$ cat config.mk
export PLATFORM = sky130hd
export DESIGN_NAME = fcmp_top
export DESIGN_NICKNAME = d
export VERILOG_FILES = /design/src/rtl/fcmp_pkg.sv /design/src/rtl/fcmp_classify.sv /design/src/rtl/fcmp_order.sv /design/src/rtl/fcmp_top.sv
export SDC_FILE = /design/constraint.sdc
export NUM_CORES = 1
export LEC_CHECK = 0
export BUFFER_PORTS_ARGS = -buffer_cell sky130_fd_sc_hd__buf_2
export CAP_MARGIN = 30
export CORE_MARGIN = 5
export CORE_UTILIZATION = 45
export CTS_CLUSTER_DIAMETER = 30
export CTS_CLUSTER_SIZE = 20
export DETAILED_ROUTE_END_ITERATION = 10
export PLACE_DENSITY = 0.82
export REMOVE_ABC_BUFFERS = 1
export SLEW_MARGIN = 20
export SYNTH_ARGS = -nofsm -noshare
export SYNTH_HDL_FRONTEND = slang
export SYNTH_SLANG_ARGS = --single-unit
$ cat constraint.sdc
create_clock -name clk -period 2.4 [get_ports clk]
set_input_delay 0.36 -clock clk [delete_from_list [all_inputs] [get_ports clk]]
set_output_delay 0.36 -clock clk [all_outputs]
set_load 0.01 [all_outputs]
$ cat src/rtl/fcmp_pkg.sv
package fcmp_pkg;

    typedef struct packed {
        logic lt;
        logic eq;
        logic gt;
        logic unord;
    } rel_t;

    typedef struct packed {
        logic valid;
        rel_t rel;
    } stage_t;

endpackage

$ cat src/rtl/fcmp_classify.sv
module fcmp_classify #(
    parameter int EXP_W  = 8,
    parameter int FRAC_W = 23,
    localparam int W     = 1 + EXP_W + FRAC_W
) (
    input  logic [W-1:0] op,
    output logic         is_nan,
    output logic         mag_zero
);
    logic exp_full;
    logic frac_nz;

    always_comb begin
        exp_full = &op[W-2 -: EXP_W];
        frac_nz  = |op[FRAC_W-1:0];
        is_nan   = exp_full && frac_nz;
        mag_zero = ~|op[W-2:0];
    end
endmodule

$ cat src/rtl/fcmp_order.sv
module fcmp_order
    import fcmp_pkg::*;
#(
    parameter int W = 32
) (
    input  logic [W-1:0] op_a,
    input  logic [W-1:0] op_b,
    input  logic         nan_a,
    input  logic         nan_b,
    input  logic         zero_a,
    input  logic         zero_b,
    output rel_t         rel
);
    logic int_less;
    logic same_bits;
    logic both_neg;
    logic equal_val;
    logic less_val;

    always_comb begin
        // raw patterns ranked as two's-complement integers
        int_less  = $signed(op_a) < $signed(op_b);
        same_bits = (op_a == op_b);
        both_neg  = op_a[W-1] && op_b[W-1];
        // zeros of opposite sign are one value
        equal_val = same_bits || (zero_a && zero_b);
        // two negatives: integer order runs backwards
        less_val  = !equal_val && (both_neg ? !int_less : int_less);

        rel = '0;
        if (nan_a || nan_b) begin
            rel.unord = 1'b1;
        end else begin
            rel.eq = equal_val;
            rel.lt = less_val;
            rel.gt = !equal_val && !less_val;
        end
    end
endmodule

$ cat src/rtl/fcmp_top.sv
module fcmp_top
    import fcmp_pkg::*;
#(
    parameter int EXP_W  = 8,
    parameter int FRAC_W = 23,
    localparam int W     = 1 + EXP_W + FRAC_W,
    localparam int N_OP  = 2
) (
    input  logic         clk,
    input  logic         rst,
    input  logic         valid_in,
    input  logic [W-1:0] op_a,
    input  logic [W-1:0] op_b,
    output logic         valid_out,
    output logic         lt,
    output logic         eq,
    output logic         gt,
    output logic         unord
);
    logic [W-1:0]    ops [N_OP];
    logic [N_OP-1:0] nan_v;
    logic [N_OP-1:0] zero_v;
    rel_t            rel_c;
    stage_t          st_d, st_q;

    assign ops[0] = op_a;
    assign ops[1] = op_b;

    for (genvar i = 0; i < N_OP; i++) begin : g_cls
        fcmp_classify #(
            .EXP_W (EXP_W),
            .FRAC_W(FRAC_W)
        ) u_cls (
            .op      (ops[i]),
            .is_nan  (nan_v[i]),
            .mag_zero(zero_v[i])
        );
    end

    fcmp_order #(.W(W)) u_order (
        .op_a  (op_a),
        .op_b  (op_b),
        .nan_a (nan_v[0]),
        .nan_b (nan_v[1]),
        .zero_a(zero_v[0]),
        .zero_b(zero_v[1]),
        .rel   (rel_c)
    );

    always_comb begin
        st_d       = st_q;
        st_d.valid = valid_in;
        if (valid_in) begin
            st_d.rel = rel_c;
        end
    end

    always_ff @(posedge clk) begin
        if (rst) begin
            st_q <= '0;
        end else begin
            st_q <= st_d;
        end
    end

    assign valid_out = st_q.valid;
    assign lt        = st_q.rel.lt;
    assign eq        = st_q.rel.eq;
    assign gt        = st_q.rel.gt;
    assign unord     = st_q.rel.unord;
endmodule

==> reports/metrics.csv, run 1 <==
metric;value;unit
core_area;0.002710;mm^2
vdd_drop_max;0.2042;mV
net-switching-power;162.8;uW
internal_power;262.4;uW
numPortBuffers;71;
post_cts_buffers;0;
root_buffer;clkbuf_4;
die_area;0.003941;mm^2
cts.repair.resized;0;
p_per_area;254.0;mW/mm^2
syn-cell-area;0.001254;mm^2
wire_per_inst;12.50;um
synth_top_cell_by_area;ha_1;
grt_pass1_wl;5.727;mm
yosys_most_used_dff;dfxtp_1;
start_util;46.26;%
postRouteAntennaNets;0;
syn-instance-count;170;
fillers;268;
syn_to_final_growth;33.53;%
place_congestion;0.8559;
rr_worst_depth;3;
wirelength;3.449;mm
htreeDepth;1;
die_h;62.78;um
dr.pass1.iters;5;
worstMarginPinSlew;0.3683;ns
ys_ff_latch;5;
status;finished clean;
synthArstFlopShare;0;%
fp.dieW;62.78;um
antenna_found_initial;0;
clkPwrFrac;24.3;%
num_vias;1504;
holdPathEnd;valid_out;
crit_family;simple AND/OR/NAND/NOR gates;
drc;0;
hold_start;rst;
antenna_cells;0;
cp_data_required_time;2.53;ns
synth_cell_type_count;30;
ctsHoldBuffers;0;
leakage;0.9099;nW
finalHoldViolations;0;
cpPeakStageDelay;0.42;ns
hp-class;primary input to register;
cp_max_fo;4;
dp_hpwl;3.183;mm
grt_setup_unrepaired;false;
cp-end-kind;register;
drive_gt1_share;34.29;%
numCtsBuffers;3;
yosys-top-cells-count;ha_1 (33), inv_1 (32), nand4_1 (15);
clockBufferDepth;2;
slowest_stage;nor4_2;
seqPwrFrac;21.4;%
grt_usage;16.67;%
slew_headroom;75.22;%
start_kind;primary input;
crit_start;op_b[31];
first_iter_violations;36;
finalSetupTns;0;ns
yosys_warnings;0;
cts_tree;done;
hold_depth;2;
synth_top_area_share;32.93;%
drv_slew;0;
fmax;498.7;MHz
routed_via_density;5.449;
period_share;83.55;%
synthTopCellsByArea;ha_1 (33%), inv_1 (9.6%), dfxtp_1 (8.0%), nand4_1 (7.5%), nor4_1 (6.5%);
grt_pass1_vias;1479;
drv_cap;0;
yosysMostFrequentCell;ha_1;
overflow;0;
num_rows;19;
clock_latency;0.25;ns
setup-violations-final;0;
multi_input_area;0.001033;mm^2
synth_edf_count;0;
hold_ws;0.3239;ns
avgSynthCellArea;7.375;um^2
critPathBufInv;2;
worstSetupPathType;primary input to register;
p_sw_share;38.29;%
reg2reg_from;eq;
cp_data_arrival_time;2.13;ns
crit_chain;buf_2 -> inv_1 -> ha_1 -> nand4_1 -> nor4_2 -> nand2_1 -> o32ai_2 -> or3b_1 -> o31ai_1;
combPwrFrac;54.3;%
finalClockSkew;0;ns
reg2reg_to;eq;
grt_max_degree;6;
nNetsFinal;346;
clk_pin_slew_worst_paths;0.05;ns
place_area;0.001648;mm^2
post-route-cell-area;0.001674;mm^2
min_period;2.005;ns
yosysSeqAreaShare;7.984;%
io-pin-count;72;
seq_area;100.1;um^2
numClockSinks;5;
worst-r2r-setup-slack;1.71;ns
## metal layers
metal / global-route usage, % / wire, um / up-vias
li1: - / - / 788
met2: 29.27 / 1684 / 54
met5: 0 / 0 / -
met3: 3.237 / 258 / 4
met4: 5.305 / 28 / 0
met1: 20.13 / 1478 / 658
## power by group through the flow
stage               clock, mW  sequential [mW]  combinational (mW)
floorplan                   0           0.0955               0.120
global placement            0           0.0927               0.227
detailed placement          0           0.0926               0.231
CTS                     0.106           0.0911               0.233
global route            0.112           0.0918               0.265
finish                  0.103           0.0911               0.231
## worst max-delay path by stage
stage | endpoint | slack (ns) | depth (start not counted)
2_1_floorplan | gt | 0.45 | 8
3_3_place_gp | gt | 0.23 | 9
3_5_place_dp | gt | 0.13 | 9
4_1_cts | gt | 0.39 | 9
5_1_grt | gt | 0.26 | 9
6_report | gt | 0.39 | 9
## through the flow
stage	utilization, %	worst slack [ns]	cells	power [mW]
2_1_floorplan	-	0.4510	170	0.2154
3_3_place_gp	60.80	0.2260	272	0.3195
3_5_place_dp	60.80	0.1279	272	0.3238
4_1_cts	61.77	0.3916	276	0.4298
5_1_grt	61.77	0.2565	276	0.4690
6_report	61.77	0.3949	276	0.4252
## area by class of cell
type                            instances  share of cell area (%)
Clock buffer                            4                   1.570
Tap cell                               31                   2.317
Multi-Input combinational cell        133                   61.73
Sequential cell                         5                   5.979
Timing Repair Buffer                   71                   21.23
Inverter                               32                   7.175
## cells in the final DEF (no fill, tap or decap), types with 2 or more instances in the layout
master	n
a21oi_1	14
a211oi_1	2
nor4_1	13
o31ai_1	3
nor2_1	8
a21o_1	3
clkbuf_4	3
inv_1	32
nand3_1	5
nor3_1	3
nor4_2	4
nor2b_1	4
a31oi_1	2
o21ai_1	2
ha_1	33
buf_2	71
nand2_1	8
dfxtp_1	5
nand4_1	15
o21ai_0	2
## registers in the layout, summed over array words and instances (netlist names)
register / cells
eq: 1
gt: 1
lt: 1
unord: 1
valid_out: 1
## cell families (layout without fill, tap and decap cells)
family | count (synthesis) | after routing | share of synthesized area [%]
and+or+nand+nor | 65 | 65 | 30.84
AOI/OAI and AO/OA | 33 | 33 | 17.27
xor gates and xnor gates | 2 | 2 | 1.397
buffers and inverters | 32 | 107 | 9.581
DFF | 5 | 5 | 7.984
adders and majority gates | 33 | 33 | 32.93
Power figures use the tool's default switching activity.
==> inputs of run 2 (changes only) <==
clock period = 1.9 ns   (was 2.4 ns; I/O delays follow)
==> reports/metrics.csv, run 2 (same netlist as run 1, synthesis figures left out) <==
metric;value;unit
critPathBufInv;2;
worstMarginPinSlew;0.3868;ns
slew_headroom;73.97;%
place_congestion;0.8267;
drv_cap;0;
grt_pass1_wl;6.258;mm
worstSetupPathType;primary input to register;
syn_to_final_growth;50.80;%
status;finished clean;
utilization;69.76;%
num_vias;1631;
cp_data_required_time;2.03;ns
grt_busiest_layer;met2;
cpPeakStageDelay;0.35;ns
hold_depth;2;
wire_per_inst;12.15;um
leakage;1.050;nW
htreeDepth;1;
finalSetupTns;0;ns
finalHoldViolations;0;
io-pin-count;72;
antenna_found_initial;0;
rr_worst_depth;3;
wirelength;3.669;mm
reg2reg_to;eq;
clock_latency;0.24;ns
drive_gt1_share;41.33;%
holdPathEnd;valid_out;
cp_max_fo;3;
die_h;62.78;um
antenna_cells;0;
clk_pin_slew_worst_paths;0.04;ns
min_period;1.796;ns
setup-violations-final;0;
grt_max_degree;6;
crit_chain;buf_2 -> inv_1 -> ha_1 -> nand4_1 -> nor4_4 -> nand2_1 -> o32ai_2 -> or3b_1 -> o31ai_1;
vdd_drop_max;0.2758;mV
numPortBuffers;71;
finalClockSkew;0;ns
start_kind;primary input;
worst-r2r-setup-slack;1.21;ns
dp_hpwl;3.419;mm
met3_usage;6.295;%
fmax;556.9;MHz
slowest_stage;nor4_4;
final_cell_mix;buf_2 (71), ha_1 (33), inv_1 (32), buf_4 (26), nand4_1 (15);
grt_pass1_vias;1660;
grt_usage;18.37;%
drv_slew;0;
clockBufferDepth;2;
postRouteAntennaNets;0;
start_util;46.26;%
grt_use_met1;18.95;%
first_iter_violations;32;
period_share;94.51;%
fp.dieW;62.78;um
cts_tree;done;
die_area;0.003941;mm^2
nNetsFinal;372;
met2_usage;33.81;%
cp-end-kind;register;
layout_commonest_cell;buf_2;
dr.pass1.iters;4;
grt_setup_unrepaired;false;
hold_start;rst;
hp-class;primary input to register;
reg2reg_from;eq;
routed_via_density;5.401;
p_per_area;308.0;mW/mm^2
cp_data_arrival_time;1.92;ns
overflow;0;
post_cts_buffers;0;
root_buffer;clkbuf_4;
drc;0;
core_area;0.002710;mm^2
crit_family;simple AND/OR/NAND/NOR gates;
numCtsBuffers;3;
numClockSinks;5;
num_rows;19;
## run 2: cell types whose count changed in the layout (fill, tap and decap cells not counted)
cell	delta
buf_4	+26
nor4_2	+1
nor4_1	-2
nor4_4	+1
## run 2: area by class of cell
cell class	instances	area, um^2
Clock buffer	4	26.28
Fill cell	254	819.5
Inverter	32	120.1
Multi-Input combinational cell	133	1055
Sequential cell	5	100.1
Tap cell	31	38.79
Timing Repair Buffer	97	550.5
## run 2: timing repair
item | in CTS | in global routing
hold buffers | 0 | 0
setup endpoints to repair | 0 | 2
resized for setup | 0 | 3
## run 2: power by group
group,switching [mW],internal (mW)
Sequential,0.00299,0.112
Combinational,0.167,0.178
Clock,0.0433,0.0794
## run 2: worst max path at each step
stage | startpoint | cells past startpoint | slack, ns | end
6_report | op_b[31] | 9 | 0.10 | lt
3_3_place_gp | op_b[30] | 9 | -0.1 | lt
5_1_grt | op_b[30] | 9 | 0.007 | lt
4_1_cts | op_b[29] | 9 | 0.08 | gt
2_1_floorplan | op_b[31] | 8 | 0.03 | gt
3_5_place_dp | op_b[29] | 9 | -0.17 | gt
## run 2: metal layers
metal	wire length, um	share of wire, %
met2	1825	50
met4	70	1.9
met5	0	0
met1	1501	41
met3	271	7.4
## run 2: metrics by stage
stage	setup WS [ns]	hold slack, ns	power (mW)	std cells	area [um^2]
3_5_place_dp	-0.1697	0.4457	0.4558	298	1843
6_report	0.1044	0.2536	0.5823	302	1891
5_1_grt	0.006902	0.2485	0.6502	302	1891
2_1_floorplan	0.02596	0.3566	0.2720	170	1254
3_3_place_gp	-0.09552	0.4455	0.4449	298	1843
4_1_cts	0.08263	0.2444	0.5843	302	1869
